$ cat src/rtl/cop_wd_pkg.sv
// Package: shared types for the watchdog.
// Assumes: nothing beyond standard SystemVerilog.
package cop_wd_pkg;

    // Timeout tap selection encoding (matches the long_sel pin).
    typedef enum logic {
        TMO_SHORT = 1'b0,
        TMO_LONG  = 1'b1
    } tmo_sel_e;

endpackage

$ cat src/rtl/cop_wd_decode.sv
// Module: service-write decoder.
// Flags a write strobe aimed at the service address; data value is ignored.
// Assumes: the bus presents address and strobe in the same cycle.
module cop_wd_decode #(
    parameter int ADDR_W = 16,
    parameter int DATA_W = 8,
    parameter logic [ADDR_W-1:0] SVC_ADDR = '1
) (
    input  logic              bus_wr,
    input  logic [ADDR_W-1:0] bus_addr,
    input  logic [DATA_W-1:0] bus_data,
    output logic              svc_hit
);

    logic data_unused;

    // Purpose: any data value services; fold it so it is knowingly unused.
    assign data_unused = ^bus_data;

    // Purpose: a hit is a strobe to the one fixed service address.
    assign svc_hit = bus_wr && (bus_addr == SVC_ADDR);

endmodule

$ cat src/rtl/cop_wd_chain.sv
// Module: timeout chain (prescaler low bits + overflow counter high bits).
// Counts every clock; a service clears bits KEEP_LOW and up; hold clears all.
// Reports when the selected tap is all ones (next edge would overflow).
// Assumes: SHORT_DROP < PRE_W + OVF_W - KEEP_LOW.
module cop_wd_chain
    import cop_wd_pkg::*;
#(
    parameter int PRE_W      = 12,
    parameter int OVF_W      = 6,
    parameter int SHORT_DROP = 5,
    parameter int KEEP_LOW   = 4
) (
    input  logic     clk,
    input  logic     rst_n,
    input  logic     hold,
    input  logic     svc,
    input  tmo_sel_e sel,
    output logic     tap_full
);

    localparam int TOTAL_W = PRE_W + OVF_W;
    localparam int SHORT_W = TOTAL_W - SHORT_DROP;

    logic [TOTAL_W-1:0] cnt;
    logic [TOTAL_W-1:0] inc;
    logic [TOTAL_W-1:0] nxt;
    logic               long_full;
    logic               short_full;

    // Purpose: free-running increment of the whole chain.
    assign inc = cnt + TOTAL_W'(1);

    // Purpose: per stage, service clears the upper stages, low stages run on.
    for (genvar b = 0; b < TOTAL_W; b++) begin : g_stage
        if (b >= KEEP_LOW) begin : g_upper
            assign nxt[b] = svc ? 1'b0 : inc[b];
        end else begin : g_lower
            assign nxt[b] = inc[b];
        end
    end

    // Purpose: chain register, cleared by reset or hold.
    always_ff @(posedge clk) begin
        if (!rst_n || hold) begin
            cnt <= '0;
        end else begin
            cnt <= nxt;
        end
    end

    // Purpose: detect the selected tap about to roll over.
    assign long_full  = &cnt;
    assign short_full = &cnt[SHORT_W-1:0];
    assign tap_full   = (sel == TMO_LONG) ? long_full : short_full;

    AST_HOLD_CLEAR: assert property (@(posedge clk) disable iff (!rst_n)
        hold |=> (cnt == '0));

    AST_SERVICE_CLEAR: assert property (@(posedge clk) disable iff (!rst_n)
        (svc && !hold) |=> (cnt[TOTAL_W-1:KEEP_LOW] == '0));

endmodule

$ cat src/rtl/cop_wd_pulse.sv
// Module: reset pulse generator and sticky source flag.
// An expire request starts a fixed-length low pulse and sets the flag.
// Assumes: expire is never raised while active (gated by the parent).
module cop_wd_pulse #(
    parameter int PULSE_CYCLES = 32
) (
    input  logic clk,
    input  logic rst_n,
    input  logic expire,
    output logic active,
    output logic rst_out_n,
    output logic flag
);

    localparam int PW = $clog2(PULSE_CYCLES + 1);

    logic [PW-1:0] pcnt;

    // Purpose: load the pulse length on expiry, then count down to zero.
    always_ff @(posedge clk) begin
        if (!rst_n) begin
            pcnt <= '0;
        end else if (expire) begin
            pcnt <= PW'(PULSE_CYCLES);
        end else if (pcnt != '0) begin
            pcnt <= pcnt - PW'(1);
        end
    end

    // Purpose: sticky flag, cleared only by the external reset.
    always_ff @(posedge clk) begin
        if (!rst_n) begin
            flag <= 1'b0;
        end else if (expire) begin
            flag <= 1'b1;
        end
    end

    // Purpose: pulse is low while the countdown is non-zero.
    assign active    = (pcnt != '0);
    assign rst_out_n = !active;

    AST_NO_RETRIGGER: assert property (@(posedge clk) disable iff (!rst_n)
        active |-> !expire);

    AST_PULSE_START: assert property (@(posedge clk) disable iff (!rst_n)
        expire |=> !rst_out_n);

    AST_FLAG_ON_PULSE: assert property (@(posedge clk) disable iff (!rst_n)
        $fell(rst_out_n) |-> flag);

    AST_FLAG_STICKY: assert property (@(posedge clk) disable iff (!rst_n)
        flag |=> flag);

endmodule

$ cat src/rtl/cop_watchdog.sv
// Module: computer-operating-properly watchdog top.
// Joins the service decoder, the timeout chain and the pulse generator.
// Assumes: single clock domain; rst_n synchronous active-low.
module cop_watchdog
    import cop_wd_pkg::*;
#(
    parameter int PRE_W        = 12,
    parameter int OVF_W        = 6,
    parameter int SHORT_DROP   = 5,
    parameter int KEEP_LOW     = 4,
    parameter int PULSE_CYCLES = 32,
    parameter int ADDR_W       = 16,
    parameter int DATA_W       = 8,
    parameter logic [ADDR_W-1:0] SVC_ADDR = '1
) (
    input  logic              clk,
    input  logic              rst_n,
    input  logic              bus_wr,
    input  logic [ADDR_W-1:0] bus_addr,
    input  logic [DATA_W-1:0] bus_data,
    input  logic              long_sel,
    input  logic              wd_disable,
    output logic              wd_rst_n,
    output logic              wd_flag
);

    logic     svc_hit;
    logic     tap_full;
    logic     pulse_active;
    logic     hold;
    logic     expire;
    tmo_sel_e sel;

    // Purpose: map the pin to the tap selection type.
    assign sel = long_sel ? TMO_LONG : TMO_SHORT;

    // Purpose: chain is frozen at zero during a pulse or when disabled.
    assign hold = pulse_active || wd_disable;

    // Purpose: expiry unless a same-cycle service or hold overrides it.
    assign expire = tap_full && !svc_hit && !hold;

    cop_wd_decode #(
        .ADDR_W   (ADDR_W),
        .DATA_W   (DATA_W),
        .SVC_ADDR (SVC_ADDR)
    ) i_decode (
        .bus_wr   (bus_wr),
        .bus_addr (bus_addr),
        .bus_data (bus_data),
        .svc_hit  (svc_hit)
    );

    cop_wd_chain #(
        .PRE_W      (PRE_W),
        .OVF_W      (OVF_W),
        .SHORT_DROP (SHORT_DROP),
        .KEEP_LOW   (KEEP_LOW)
    ) i_chain (
        .clk      (clk),
        .rst_n    (rst_n),
        .hold     (hold),
        .svc      (svc_hit),
        .sel      (sel),
        .tap_full (tap_full)
    );

    cop_wd_pulse #(
        .PULSE_CYCLES (PULSE_CYCLES)
    ) i_pulse (
        .clk       (clk),
        .rst_n     (rst_n),
        .expire    (expire),
        .active    (pulse_active),
        .rst_out_n (wd_rst_n),
        .flag      (wd_flag)
    );

    AST_SERVICE_WINS: assert property (@(posedge clk) disable iff (!rst_n)
        (svc_hit && wd_rst_n) |=> wd_rst_n);

    AST_DISABLE_QUIET: assert property (@(posedge clk) disable iff (!rst_n)
        (wd_disable && wd_rst_n) |=> wd_rst_n);

    AST_RESET_STATE: assert property (@(posedge clk)
        !rst_n |=> (wd_rst_n && !wd_flag));

endmodule

$ cat config.mk
export PLATFORM = sky130hd
export DESIGN_NAME = cop_watchdog
export DESIGN_NICKNAME = d
export VERILOG_FILES = /design/src/rtl/cop_wd_pkg.sv /design/src/rtl/cop_wd_decode.sv /design/src/rtl/cop_wd_chain.sv /design/src/rtl/cop_wd_pulse.sv /design/src/rtl/cop_watchdog.sv
export SDC_FILE = /design/constraint.sdc
export NUM_CORES = 1
export LEC_CHECK = 0
export BUFFER_PORTS_ARGS = -buffer_cell sky130_fd_sc_hd__buf_2
export CAP_MARGIN = 20
export CORE_AREA = 2 2 55 57
export DETAILED_ROUTE_END_ITERATION = 8
export DIE_AREA = 0 0 57 59
export PLACE_DENSITY = 0.72
export RECOVER_POWER = 50
export SETUP_SLACK_MARGIN = 0.15
export SLEW_MARGIN = 20
export SYNTH_ARGS = -nofsm -noshare
export SYNTH_HDL_FRONTEND = slang
export SYNTH_HIERARCHICAL = 1
export SYNTH_SLANG_ARGS = --single-unit
export TNS_END_PERCENT = 10
$ cat constraint.sdc
create_clock -name clk -period 1.98 [get_ports clk]
set_clock_uncertainty 0.15 [all_clocks]
set_input_delay 0.396 -clock clk [delete_from_list [all_inputs] [get_ports clk]]
set_output_delay 0.396 -clock clk [all_outputs]
set_load 0.05 [all_outputs]
Word level (Yosys, flattened, before mapping) --
Cells that the tools add are included.
Storage, ports and cells: bits in registers 25, output and inout bits 2, logic and storage cells 28
Cells by class: bitwise operators 1, equal/unequal tests 1, muxes and demuxes 4, $add $sub $neg 2, reductions and logical operators 15
Operators with widths (count):
- adder 18 x 1 -> 18 bit, second input constant | 1
- AND reduction 18 bit | 1
- equality test 16 bit, second input constant | 1
- AND reduction 13 bit | 1
- two-way mux 6 bit | 2
- nonzero test 6 bit | 1
- subtractor 6 x 1 -> 6 bit, second input constant | 1
- logical NOT 1 bit | 4
- OR reduction 2 bit | 2
- logical AND 1 bit | 3
- logical OR 1 bit | 2
- two-way mux 1 bit | 2
- nonzero test 2 bit | 1
- inverter 1 bit | 1

Depth between registers and ports, before layout --
Gate-level depths: netlist of run 1.
word-level depth 6, depth in mapped cells 9

By module --
Netlist of run 1, hierarchy kept.
Modules (own cells, without submodules):
- cop_wd_chain | times used 1, area each 818.3 sq um, cells each 93, sequential area each 360.3 sq um
- cop_wd_pulse | times used 1, area each 347.8 sq um, cells each 34, sequential area each 140.1 sq um
- cop_wd_decode | times used 1, area each 43.8 sq um, cells each 6, sequential area each 0.0 sq um
- cop_watchdog | times used 1, area each 21.3 sq um, cells each 2, sequential area each 0.0 sq um

Worst setup path before layout of run 1 --
OpenSTA, ideal clock, no wires.
path kind register to register, start point register i_chain.cnt[0], end point register i_pulse.pcnt[2], required time 1.703 ns, path slack -0.165 ns, buffers on the path 0, arrival 1.868 ns, stages on the path, launching flop included 8, clock period less this slack 2.145 ns, setup time 0.127 ns, path through dfxtp_1 ha_1 nand3_2 or4_4 a21oi_1 nor4b_2 nand2b_1 nor3_1
On the way: cells in the longest elaborated chain, start to end 5, elaborated cells between the ends (all ways) 6, those cells by class mux: 1; reduce/logical: 5
RTL lines:
- start: declaration | RTL line cop_wd_chain.sv:24 | logic [TOTAL_W-1:0] cnt;
- start signal: assignment | RTL line cop_wd_chain.sv:47 | cnt <= nxt;
- AND reduction 18 bit / AND reduction 13 bit (equally long branches) | RTL line cop_wd_chain.sv:52, cop_wd_chain.sv:53
- two-way mux 1 bit * | RTL line cop_wd_chain.sv:54 | assign tap_full = (sel == TMO_LONG) ? long_full : short_full;
- net tap_full | RTL line cop_watchdog.sv:28 | logic tap_full;
- logical AND 1 bit * (2 in a row) | RTL line cop_watchdog.sv:41 | assign expire = tap_full && !svc_hit && !hold;
- net expire | RTL line cop_watchdog.sv:31 | logic expire;
- OR reduction 2 bit (no source line) *
- end signal: assignment | RTL line cop_wd_pulse.sv:24 | pcnt <= PW'(PULSE_CYCLES);
- end signal: assignment | RTL line cop_wd_pulse.sv:26 | pcnt <= pcnt - PW'(1);
- end: declaration | RTL line cop_wd_pulse.sv:17 | logic [PW-1:0] pcnt;
Mark *: on every way through the listed nets, which the timed path passes. The rest lies on a longest branch. A chain may end at the register's enable or synchronous reset.

Worst setup path after layout of run 1 --
start point register i_chain.cnt[1], end point register i_pulse.pcnt[1]
Same word-level chain as after synthesis.

==> results of run 1 <==
-- kinds of logic (layout without fill, tap and decap cells) --
| kind of cell | count (synthesis) | count (layout) | synth area share |
|---|---|---|---|
| adder cells (fa/ha/maj) | 3 | 3 | 0.03049 |
| buffers and inverters | 11 | 59 | 0.03455 |
| flip-flops | 25 | 25 | 0.4065 |
| AO/OA/AOI/OAI | 17 | 17 | 0.09248 |
| XOR/XNOR | 14 | 14 | 0.09960 |
| AND/OR/NAND/NOR | 65 | 65 | 0.3364 |
-- synthesized netlist by cell type --
cell type | n | share of area
clkinv_2 | 1 | 0.0041
nor4_2 | 2 | 0.020
or2_2 | 1 | 0.0051
a21boi_0 | 2 | 0.012
a41o_1 | 1 | 0.0081
a211oi_2 | 1 | 0.010
nor4b_2 | 1 | 0.012
xor2_1 | 2 | 0.014
inv_1 | 8 | 0.024
xnor2_1 | 12 | 0.085
nand4_4 | 1 | 0.017
a31o_2 | 1 | 0.0071
or2_1 | 1 | 0.0051
or3_1 | 2 | 0.010
nor3_1 | 7 | 0.028
nor4_1 | 1 | 0.0051
a31oi_1 | 1 | 0.0051
and4_1 | 1 | 0.0071
nor2_1 | 19 | 0.058
o31a_1 | 1 | 0.0071
nor3b_2 | 1 | 0.010
nor3_2 | 1 | 0.0081
nor3b_1 | 2 | 0.012
a21oi_1 | 6 | 0.024
ha_1 | 3 | 0.030
o21ai_0 | 3 | 0.012
clkbuf_1 | 2 | 0.0061
nor4_4 | 1 | 0.017
o21a_1 | 1 | 0.0061
or4_4 | 1 | 0.0091
nand3_4 | 1 | 0.014
and3_1 | 2 | 0.010
nand2b_1 | 2 | 0.010
nand3_1 | 7 | 0.028
dfxtp_1 | 25 | 0.41
nand4_1 | 3 | 0.015
or3_2 | 1 | 0.0061
nand3_2 | 1 | 0.0081
nand2_1 | 6 | 0.018
-- state kept, by name (all words and copies together), names as in the netlist --
register / count
i_chain/cnt: 18
i_pulse/flag: 1
i_pulse/pcnt: 6
-- worst max-delay path, stage by stage, from the launching register on --
cell and delay, ps:
dfxtp_2 380, ha_4 140, nand3_2 80, or4_4 430
a21oi_2 140, nor4b_4 280, nand2b_4 240, a211oi_2 60
-- per-layer routing --
metal	wire [um]	share of wire
met5	0	0
met4	23	0.0082
met3	97	0.034
met2	1571	0.56
met1	1127	0.40
-- area by class of cell --
class	count	area, um^2
tap	31	38.79
clock buffer	4	26.28
timing repair buffer	46	311.5
sequential	25	515.5
multi-input combinational	99	775.7
inverter	9	38.79
fill	241	1003
-- power by group through the flow --
stage / sequential, mW / clock [mW] / combinational (mW)
final: 0.659 / 0.228 / 0.956
after global routing: 0.667 / 0.266 / 1.02
after CTS: 0.660 / 0.238 / 0.912
after detailed placement: 0.657 / 0 / 0.710
after global placement: 0.651 / 0 / 0.663
after floorplan: 0.645 / 0 / 0.500
-- timing repair --
| action | 4_1_cts | 5_1_grt |
|---|---|---|
| endpoints found under the setup margin | 18 | 22 |
| pin swaps | 18 | 5 |
| buffers inserted | 3 | 1 |
| resized for setup | 22 | 2 |
-- worst max-delay path by stage --
stage	from	to	slack, ps	cells past startpoint
6_report	i_chain/cnt[1]$_SDFF_PP0_	i_pulse/pcnt[1]$_SDFFE_PP0N_	-10	7
5_1_grt	i_pulse/pcnt[5]$_SDFFE_PN0P_	i_chain/cnt[7]$_SDFF_PP0_	-80	7
4_1_cts	i_pulse/pcnt[4]$_SDFFE_PP0N_	wd_rst_n	-9	5
3_5_place_dp	i_chain/cnt[1]$_SDFF_PP0_	i_pulse/pcnt[4]$_SDFFE_PP0N_	6	7
3_3_place_gp	i_chain/cnt[1]$_SDFF_PP0_	i_pulse/pcnt[3]$_SDFFE_PP0N_	60	7
2_1_floorplan	i_pulse/pcnt[5]$_SDFFE_PN0P_	i_chain/cnt[16]$_SDFF_PP0_	10	8
==> summary.md, run 1 <==
| Metric | Value |
|---|---|
| Status | complete, but fails checks |
| Failing checks | setup timing |
| CTS Hold Buffers Added | 0 |
| Crit path kind | flip-flop to flip-flop |
| LEAKAGE | around 0.63 nW |
| # port buffers | 22 |
| Worst Hold Slack | about 210 ps |
| CTS sink count | 25 |
| IO Pins | 31 |
| Routed wire length per instance | roughly 13 um |
| Htree depth | 1 |
| Psw | just under 0.7 mW |
| DP Area | around 1600 um^2 |
| Pin slew with the least headroom to its limit | approximately 320 ps |
| Crit path required time | 2050 ps |
| R2R Path Start | i_chain/cnt[1]$_SDFF_PP0_ |
| Synth warn | 6 |
| Hold path depth | 2 |
| Clock Latency Late Sink | 320 ps |
| Cell Area, Synth | approximately 1200 um^2 |
| #FFs+latches synth | 25 |
| VDD IR-drop max | between 1 and 1.5 mV |
| Min-delay src | rst_n |
| CTS tree | done |
| Layout cells sized above 1 | 0.4699 |
| Initial Util | 0.4543 |
| Clk pwr share | 0.124 |
| Global route hottest layer | met2 |
| Most frequent cells in the layout | 21 x buf_4, 21 x buf_2, 17 x dfxtp_1, 15 x nor2_1, 12 x xnor2_1 |
| Switching share of power | 0.3758 |
| Number of buffers created by CTS | 3 |
| 1st-iter DRT viols | 42 |
| Clk buf depth | 2 |
| Syn Nets | 167 |
| Post-route cell area | between 1500 and 2000 um^2 |
| Hold Violations, Final | 0 |
| Sum Neg Setup Slack | -54.59 ps |
| Initial antenna violation count | 0 |
| Fin crit period | roughly 2000 ps |
| Dpl hpwl | 2.138 mm |
| Die Span Y | ~60 um |
| Vias | ~1.1k |
| Post-DR vias/cell | ~5.3 |
| Post-placement cell count | 206 |
| RSZ-0062 raised after global routing | yes |
| GRT met1 Usage | 0.1959 |
| Worst R2R End | i_pulse/pcnt[1]$_SDFFE_PP0N_ |
| Non-Filler Instances | around 210 |
| Logic pwr share | 0.519 |
| Die width | 57 um |
| Crit path DAT | just over 2000 ps |
| Post-synthesis sequential area ratio | 0.4065 |
| Internal power | about 1.2 mW |
| Pre-antenna DRT Iters | 4 |
| Tot Pwr | between 1.5 and 2 mW |
| Flop-to-flop setup slack | -10 ps |
| Post-route ant nets | 0 |
| Rel. slew slack | 0.7848 |
| Post-route setup slack | -14.28 ps |
| Syn_area_per_cell | 9.120 um^2 |
| Residual DRC | 0 |
| Largest net degree at the start of global routing | 14 |
| Nets@finish | approximately 220 |
| P per Cell Area | roughly 1100 nW/um^2 |
| Reg power frac | 0.358 |
| Grt ovf | 0 |
| Rows | 19 |
| Final setup viols | 6 |
| Hold crit path type | input pin to flip-flop |
| Count of cell types in the netlist | 39 |
| Total track usage | 0.1833 |
| Vias in the first global route | 1,162 |
| CP Capture Type | flip-flop |
| Met3 Use GR | 0.03275 |
| Die area | approximately 3400 um^2 |
| Placer Congestion | 0.8142 |
| Final WL | roughly 2.8 mm |
| Met2 Use GR | 0.3514 |
| Core area | between 2000 and 3000 um^2 |
| Cells after Synth | approximately 140 |
| First-pass GRT wire length | between 4 and 5 mm |
| Worst Hold End | i_pulse/pcnt[5]$_SDFFE_PN0P_ |
| Clock slew at reported path FFs | about 140 ps |
| Final-report max-slew violation count | 0 |
| Number of diodes | 0 |
| Max Cap Violations | 0 |
| Crit path launch type | flip-flop |
| Crit share post-route | 1.007 |
| Final Util | 0.6297 |
| Crit path max fanout | 5 |
| R2R depth | 7 |
| Root buffer cell | clkbuf_4 |
| Place WS | roughly 6.3 ps |
| Area Overhead vs Synth | 38.62% |
| Achievable Freq | 501.4 MHz |
Power figures use the tool's default switching activity.
==> run 2, diff against run 1 <==
--- a/config.mk
+++ b/config.mk
@@ -5,11 +5,12 @@
 export SDC_FILE = /design/constraint.sdc
 export NUM_CORES = 1
 export LEC_CHECK = 0
+export ABC_AREA = 1
 export BUFFER_PORTS_ARGS = -buffer_cell sky130_fd_sc_hd__buf_2
 export CAP_MARGIN = 20
-export CORE_AREA = 2 2 55 57
+export CORE_AREA = 2 2 57 59
 export DETAILED_ROUTE_END_ITERATION = 8
-export DIE_AREA = 0 0 57 59
+export DIE_AREA = 0 0 59 61
 export PLACE_DENSITY = 0.72
 export RECOVER_POWER = 50
 export SETUP_SLACK_MARGIN = 0.15
==> run 2 against run 1 <==
  * The run now ends clean
  * Utilization shrank 7.3 points
  * Clock power is essentially flat
  * Non-clock buffer count shrank 14
  * Final area shrank 3.7%
  * Worst hold slack lost 18 ps
  * Largest cell class unchanged
  * Highest routed layer unchanged
==> summary.md, run 2 <==
| Metric | Value |
|---|---|
| Psw | 0.4981 mW (was 0.6927 mW) |
| Count leader, synth | nand2_1 (was dfxtp_1) |
| Hold crit path type | input pin to flip-flop (unchanged) |
| Die Span Y | 61 um (was 59 um) |
| Syn_area_per_cell | 6.976 um^2 (was 9.120 um^2) |
| Met3 Use GR | 0.03838 (was 0.03275) |
| Post-placement cell count | 253 (was 206) |
| Achievable Freq | 546.4 MHz (was 501.4 MHz) |
| Final Util | 0.5568 (was 0.6297) |
| Nets@finish | 262 (was 216) |
| Regs by FF count | i_chain/cnt (18), i_pulse/pcnt (6), i_pulse/flag (1) (unchanged) |
| Max Cap Violations | 0 (unchanged) |
| Min-delay src | rst_n (unchanged) |
| Cell Area, Synth | 1346 um^2 (was 1231 um^2) |
| Post-route ant nets | 0 (unchanged) |
| Clk buf depth | 2 (unchanged) |
| First-pass GRT wire length | 4.195 mm (was 4.809 mm) |
| Post-synthesis sequential area ratio | 0.3717 (was 0.4065) |
| Switching share of power | 0.3680 (was 0.3758) |
| Root buffer cell | clkbuf_4 (unchanged) |
| Htree depth | 1 (unchanged) |
| Crit-path max cell delay | 350 ps (was 430 ps) |
| Placer Congestion | 0.7570 (was 0.8142) |
| Final setup viols | 0 (was 6) |
| Clock slew at reported path FFs | 130 ps (was 140 ps) |
| Post-DR vias/cell | 4.844 (was 5.336) |
| Initial Util | 0.4559 (was 0.4543) |
| Sum Neg Setup Slack | 0 ps (was -54.59 ps) |
| EDFF count, synth | 0 (unchanged) |
| Routed wire length per instance | 9.798 um (was 13.18 um) |
| CTS Hold Buffers Added | 0 (unchanged) |
| R2R depth | 12 (was 7) |
| Most frequent cells in the layout | 41 x nand2_1, 34 x nor2_1, 24 x inv_1, 20 x buf_2, 18 x dfxtp_1 (was 21 x buf_4, 21 x buf_2, 17 x dfxtp_1, 15 x nor2_1, 12 x xnor2_1) |
| Count of cell types in the netlist | 26 (was 39) |
| Internal power | 0.8554 mW (was 1.150 mW) |
| Non-Filler Instances | 262 (was 214) |
| Vias | 1,269 (was 1,142) |
| Cells after Synth | 193 (was 135) |
| Crit-path cells | inv_1, ha_2, nand3_2, inv_2, buf_6 (was ha_4, nand3_2, or4_4, a21oi_2, nor4b_4, nand2b_4, a211oi_2) |
| Die width | 59 um (was 57 um) |
| Hold path depth | 3 (was 2) |
| Hold Violations, Final | 0 (unchanged) |
| VDD IR-drop max | 0.8636 mV (was 1.262 mV) |
| IO Pins | 31 (unchanged) |
| Initial antenna violation count | 0 (unchanged) |
| Fin crit period | 1830 ps (was 1994 ps) |
| Crit path required time | 1430 ps (was 2050 ps) |
| Crit path launch type | flip-flop (unchanged) |
| Crit path DAT | 1280 ps (was 2070 ps) |
| Total track usage | 0.1507 (was 0.1833) |
| Global route hottest layer | met2 (unchanged) |
| Worst R2R End | i_pulse/pcnt[0]$_SDFFE_PP0N_ (was i_pulse/pcnt[1]$_SDFFE_PP0N_) |
| # port buffers | 22 (unchanged) |
| Slowest cell on the critical path | dfxtp_1 (was or4_4) |
| FFs w/ async S/R, synth | 0 (unchanged) |
| Final-report max-slew violation count | 0 (unchanged) |
| Pre-antenna DRT Iters | 4 (unchanged) |
| Grt ovf | 0 (unchanged) |
| Status | completed (was complete, but fails checks) |
| Crit path max fanout | 4 (was 5) |
| GRT met1 Usage | 0.1940 (was 0.1959) |
| Die area | 3599 um^2 (was 3363 um^2) |
| Dpl hpwl | 1.876 mm (was 2.138 mm) |
| #FFs+latches synth | 25 (unchanged) |
| Commonest cells post-synth | 44 x nand2_1, 35 x nor2_1, 25 x dfxtp_1, 25 x inv_1, 12 x a21oi_1 (was 25 x dfxtp_1, 19 x nor2_1, 12 x xnor2_1, 8 x inv_1) |
| CP Capture Type | output pin (was flip-flop) |
| Vias in the first global route | 1,044 (was 1,162) |
| Clk pwr share | 0.169 (was 0.124) |
| Largest Register | i_chain/cnt (unchanged) |
| Yosys top cell by area | dfxtp_1 (unchanged) |
| Commonest non-fill, non-tap cell in the layout | nand2_1 |
| Synth warn | 6 (unchanged) |
| P per Cell Area | 823.2 nW/um^2 (was 1080 nW/um^2) |
| Layout cells sized above 1 | 0.2795 (was 0.4699) |
| Crit share post-route | 0.9244 (was 1.007) |
| Reg power frac | 0.449 (was 0.358) |
| Synth Flop Type | dfxtp_1 (unchanged) |
| Place WS | 96.81 ps (was 6.317 ps) |
| Rel. slew slack | 0.6023 (was 0.7848) |
| Core area | 2953 um^2 (was 2710 um^2) |
| Setup crit start | i_pulse/pcnt[0]$_SDFFE_PP0N_ (was i_chain/cnt[1]$_SDFF_PP0_) |
| Clock Latency Late Sink | 310 ps (was 320 ps) |
| LEAKAGE | 0.6763 nW (was 0.6295 nW) |
| Number of buffers created by CTS | 3 (unchanged) |
| Logic pwr share | 0.382 (was 0.519) |
| Crit path kind | flip-flop to output pin (was flip-flop to flip-flop) |
| Synth top area cells | dfxtp_1 37%, nand2_1 12%, nor2_1 9.8% (was dfxtp_1 41%, xnor2_1 8.5%, nor2_1 5.8%) |
| Worst Hold End | i_pulse/pcnt[5]$_SDFFE_PN0P_ (unchanged) |
| Residual DRC | 0 (unchanged) |
| Rows | 20 (was 19) |
| Pin slew with the least headroom to its limit | 599.1 ps (was 319.9 ps) |
| CTS sink count | 25 (unchanged) |
| Largest net degree at the start of global routing | 14 (unchanged) |
| CTS tree | done (unchanged) |
| Flop-to-flop setup slack | 210 ps (was -10 ps) |
| RSZ-0062 raised after global routing | yes (unchanged) |
| Tot Pwr | 1.353 mW (was 1.843 mW) |
| Final WL | 2.567 mm (was 2.820 mm) |
| Synth top area share | 0.3717 (was 0.4065) |
| Syn Nets | 225 (was 167) |
| Area Overhead vs Synth | 22.12% (was 38.62%) |
| Max FFs per register | 18 (unchanged) |
| R2R Path Start | i_chain/cnt[1]$_SDFF_PP0_ (unchanged) |
| Met2 Use GR | 0.2524 (was 0.3514) |
| Number of diodes | 0 (unchanged) |
| Post-route setup slack | 149.8 ps (was -14.28 ps) |
| 1st-iter DRT viols | 49 (was 42) |
==> run 2: per-layer routing <==
metal	share of wire	vias to the layer above
li1	-	679
met1	0.46	556
met2	0.49	32
met3	0.046	2
met4	0.0074	0
met5	0	-
==> run 2: worst max path at each step <==
stage                                   end  cells past startpoint
3_3_place_gp   i_pulse/pcnt[3]$_SDFFE_PP0N_                     12
3_5_place_dp   i_pulse/pcnt[3]$_SDFFE_PP0N_                     12
4_1_cts        i_pulse/pcnt[3]$_SDFFE_PP0N_                     12
6_report                           wd_rst_n                      5
2_1_floorplan  i_pulse/pcnt[3]$_SDFFE_PP0N_                     12
5_1_grt           i_chain/cnt[8]$_SDFF_PP0_                     11
==> run 2: final cells by class <==
| type | instances | area, um^2 |
|---|---|---|
| inverters | 25 | 93.84 |
| well taps | 33 | 41.29 |
| flip-flops and latches | 25 | 509.2 |
| multi-input cells | 143 | 787.0 |
| fillers | 292 | 1309 |
| repair buffers | 32 | 186.4 |
| clock buffers | 4 | 26.28 |
==> run 2: logic make-up (layout without fill, tap and decap cells) <==
group | Yosys count | count (layout) | share of synthesized area
compound gates | 24 | 24 | 0.09852
flops | 25 | 25 | 0.3717
fa+ha+maj | 3 | 3 | 0.02788
simple gates | 113 | 113 | 0.4126
xor+xnor | 3 | 3 | 0.01952
buf+inv | 25 | 61 | 0.06970
==> run 2: critical path: cells and delay by family (launching register included) <==
kind	cells	cell delay, ps
adder cells (fa/ha/maj)	1	200
flip-flops	1	350
AND/OR/NAND/NOR	1	100
buffers and inverters	3	330
==> run 2: what timing repair did <==
| item | CTS | global route |
|---|---|---|
| endpoints found under the setup margin | 6 | 8 |
| gates resized for setup | 6 | 15 |
| pin swaps | 3 | 10 |
| setup buffers | 2 | 3 |
==> run 2: power groups by stage <==
stage | Clock [mW] | Combinational (mW) | Sequential, mW
after floorplan | 0 | 0.355 | 0.604
after global placement | 0 | 0.450 | 0.611
after detailed placement | 0 | 0.457 | 0.613
after CTS | 0.242 | 0.503 | 0.604
after global routing | 0.260 | 0.593 | 0.615
final | 0.229 | 0.517 | 0.608
==> run 2: stage by stage <==
stage,hold slack [ps],cell area (um^2)
floorplan,278.1,1346
global placement,292.9,1535
detailed placement,300.2,1535
CTS,186.7,1588
global route,217.0,1644
finish,187.1,1644
==> run 3, diff against run 2 <==
--- a/config.mk
+++ b/config.mk
@@ -17,6 +17,5 @@
 export SLEW_MARGIN = 20
 export SYNTH_ARGS = -nofsm -noshare
 export SYNTH_HDL_FRONTEND = slang
-export SYNTH_HIERARCHICAL = 1
 export SYNTH_SLANG_ARGS = --single-unit
 export TNS_END_PERCENT = 10
==> run 3 against run 2 <==
  * Synthesized area grew 1.6%
  * Critical path type unchanged
  * Setup slack gained 16 ps
  * Highest routed layer unchanged
  * Clock-buffer cell count is the same
  * Largest power group unchanged
  * Die area is the same
  * Synthesized cell count shrank 0.52%
  * Non-clock buffer count shrank 9
  * Final area shrank 6.2%
  * Worst hold slack gained 25 ps
  * Routed wire length shrank 13%
  * First-iteration DRC count shrank 37%
  * Maximum frequency grew 0.86%
  * Clock power shrank 4%
==> summary.md, run 3 <==
| Metric | Value |
|---|---|
| Synth top area share | 0.3660 (was 0.3717) |
| Place WS | 260.2 ps (was 96.81 ps) |
| Rows | 20 (unchanged) |
| Final WL | 2.229 mm (was 2.567 mm) |
| Initial antenna violation count | 0 (unchanged) |
| Post-Synth Adder-Cell Area | 0.02745 (was 0.02788) |
| Achievable Freq | 551.1 MHz (was 546.4 MHz) |
| Status | completed (unchanged) |
| Simple-gate portion of the synthesized area | 0.4126 (about the same) |
| EDFF count, synth | 0 (unchanged) |
| Nets@finish | 251 (was 262) |
| Commonest cells post-synth | 38 x nor2_1, 37 x nand2_1, 25 x dfxtp_1, 24 x inv_1, 11 x nand3_1 (was 44 x nand2_1, 35 x nor2_1, 25 x dfxtp_1, 25 x inv_1, 12 x a21oi_1) |
| Crit path launch type | flip-flop (unchanged) |
| Largest Register | i_chain.cnt (was i_chain/cnt) |
| Tot Pwr | 1.362 mW (was 1.353 mW) |
| Pre-antenna DRT Iters | 4 (unchanged) |
| Xor and xnor area share after synthesis | 0.05764 (was 0.01952) |
| Area Overhead vs Synth | 12.72% (was 22.12%) |
| Largest family of logic cells by synthesized area | simple AND/OR/NAND/NOR gates (unchanged) |
| Hold crit path type | input pin to flip-flop (unchanged) |
| Final Util | 0.5220 (was 0.5568) |
| P per Cell Area | 883.3 nW/um^2 (was 823.2 nW/um^2) |
| Worst Hold Slack | 211.9 ps (was 187.1 ps) |
| Vias in the first global route | 1,063 (was 1,044) |
| Dpl hpwl | 1.793 mm (was 1.876 mm) |
| Crit path DAT | 1270 ps (was 1280 ps) |
| Clock Latency Late Sink | 310 ps (about the same) |
| Yosys top cell by area | dfxtp_1 (unchanged) |
| Die width | 59 um (unchanged) |
| Synth top area cells | dfxtp_1 37%, nor2_1 10%, nand2_1 10% (was dfxtp_1 37%, nand2_1 12%, nor2_1 9.8%) |
| Min-delay src | rst_n (unchanged) |
| Syn Nets | 224 (was 225) |
| Synth Flop Type | dfxtp_1 (unchanged) |
| VDD IR-drop max | 0.3445 mV (was 0.8636 mV) |
| Layout cells sized above 1 | 0.2110 (was 0.2795) |
| Number of diodes | 0 (unchanged) |
| Clk buf depth | 2 (unchanged) |
| CTS Hold Buffers Added | 0 (unchanged) |
| Syn_area_per_cell | 7.123 um^2 (was 6.976 um^2) |
| Core area | 2953 um^2 (unchanged) |
| Rel. slew slack | 0.6091 (was 0.6023) |
| Die Span Y | 61 um (unchanged) |
| Count leader, synth | nor2_1 (was nand2_1) |
| Non-Filler Instances | 251 (was 262) |
| Post-placement cell count | 246 (was 253) |
| LEAKAGE | 0.5892 nW (was 0.6763 nW) |
| Pin slew with the least headroom to its limit | 588.8 ps (was 599.1 ps) |
| 1st-iter DRT viols | 31 (was 49) |
| Crit path required time | 1430 ps (about the same) |
| CTS tree | done (unchanged) |
| Post-route ant nets | 0 (unchanged) |
| Routed wire length per instance | 8.880 um (was 9.798 um) |
| Post-DR vias/cell | 4.697 (was 4.844) |
| # port buffers | 22 (unchanged) |
| Final setup viols | 0 (unchanged) |
| R2R Path Start | i_chain.cnt[0]$_SDFF_PP0_ (was i_chain/cnt[1]$_SDFF_PP0_) |
| First-pass GRT wire length | 4.057 mm (was 4.195 mm) |
| Number of buffers created by CTS | 3 (unchanged) |
| Initial Util | 0.4631 (was 0.4559) |
| Post-route cell area | 1541 um^2 (was 1644 um^2) |
| Setup crit start | i_pulse.pcnt[0]$_SDFFE_PP0P_ (was i_pulse/pcnt[0]$_SDFFE_PP0N_) |
| Most frequent cells in the layout | 38 x nor2_1, 38 x nand2_1, 24 x dfxtp_1, 23 x inv_1, 20 x buf_2 (was 41 x nand2_1, 34 x nor2_1, 24 x inv_1, 20 x buf_2, 18 x dfxtp_1) |
| Max Cap Violations | 0 (unchanged) |
| Root buffer cell | clkbuf_4 (unchanged) |
| Die area | 3599 um^2 (unchanged) |
| Crit path max fanout | 6 (was 4) |
| Final-report max-slew violation count | 0 (unchanged) |
| Synth warn | 0 (was 6) |
| Max FFs per register | 18 (unchanged) |
| Cell Area, Synth | 1368 um^2 (was 1346 um^2) |
| Compound-gate portion of the synthesized area | 0.05581 (was 0.09851) |
| #FFs+latches synth | 25 (unchanged) |
| Crit share post-route | 0.9165 (was 0.9244) |
| Post-synthesis sequential area ratio | 0.3660 (was 0.3717) |
| Vias | 1,179 (was 1,269) |
| Sum Neg Setup Slack | 0 ps (unchanged) |
| Regs by FF count | i_chain.cnt (18), i_pulse.pcnt (6), i_pulse.flag (1) (was i_chain/cnt (18), i_pulse/pcnt (6), i_pulse/flag (1)) |
| CP Capture Type | output pin (unchanged) |
| Count of cell types in the netlist | 28 (was 26) |
| RSZ-0062 raised after global routing | yes (unchanged) |
| Clock slew at reported path FFs | 120 ps (was 130 ps) |
| CTS sink count | 25 (unchanged) |
| Fin crit period | 1815 ps (was 1830 ps) |
| Largest net degree at the start of global routing | 14 (unchanged) |
| Cells after Synth | 192 (was 193) |
| Total track usage | 0.1472 (was 0.1507) |
| Mux contribution to synthesized area | 0 (unchanged) |
| IO Pins | 31 (unchanged) |
| FFs w/ async S/R, synth | 0 (unchanged) |
| DP Area | 1508 um^2 (was 1535 um^2) |
| Grt ovf | 0 (unchanged) |
| Crit path kind | flip-flop to output pin (unchanged) |
| Post-route setup slack | 165.3 ps (was 149.8 ps) |
| Hold Violations, Final | 0 (unchanged) |
| Residual DRC | 0 (unchanged) |
| Htree depth | 1 (unchanged) |
| Placer Congestion | 0.7794 (was 0.7570) |
[run 3: cell types whose count changed after synthesis, moves of 3 or more]
| cell | delta |
|---|---|
| nand4_1 | +4 |
| xor2_1 | +5 |
| nor2_2 | +4 |
| nand2_1 | -7 |
| nor2_1 | +3 |
| a21oi_1 | -8 |
| nor2_4 | -5 |
| o21ai_1 | -3 |
[run 3: final timing paths]
kind                                  end  slack [ps]  cells past startpoint
max                              wd_rst_n         170                      5
min          i_pulse.pcnt[1]$_SDFFE_PP0P_         210                      3
max reg2reg    i_chain.cnt[10]$_SDFF_PP0_         320                      8
min reg2reg     i_chain.cnt[0]$_SDFF_PP0_         310                      1
[run 3: final cells by class]
cell class,count,area [um^2]
Tap cell,33,41.29
Timing Repair Buffer,23,126.4
Multi-Input combinational cell,140,743.2
Sequential cell,25,501.7
Clock buffer,4,26.28
Inverter,26,102.6
Fill cell,308,1411
[run 3: kinds of logic after synthesis]
logic type,count (synthesis)
AO/OA/AOI/OAI,12
XOR/XNOR,9
adder cells (fa/ha/maj),3
buffers and inverters,27
flip-flops,25
AND/OR/NAND/NOR,116
[run 3: power by group]
part	internal (mW)	switching [mW]	total [mW]
logic	0.233	0.313	0.546
clock network	0.0788	0.141	0.220
registers	0.554	0.0417	0.595
total	0.866	0.496	1.36
[run 3: routing by layer]
metal | up-vias | routed length [um] | global-route usage
li1 | 653 | - | -
met3 | 5 | 47 | 0.02559
met5 | - | 0 | 0
met2 | 15 | 1045 | 0.2556
met1 | 506 | 1095 | 0.1778
met4 | 0 | 41 | 0.06818
[run 3: critical path, stage by stage, from the launching register on]
cell	delay (ps)
dfxtp_1	340
inv_2	60
ha_1	230
nand3_4	110
clkinv_4	70
buf_8	150
[run 3: timing repair]
| item | 4_1_cts | 5_1_grt |
|---|---|---|
| gates resized for setup | 9 | 2 |
| gates cloned | 0 | 0 |
| buffers inserted | 1 | 0 |
| setup endpoints to repair | 1 | 9 |
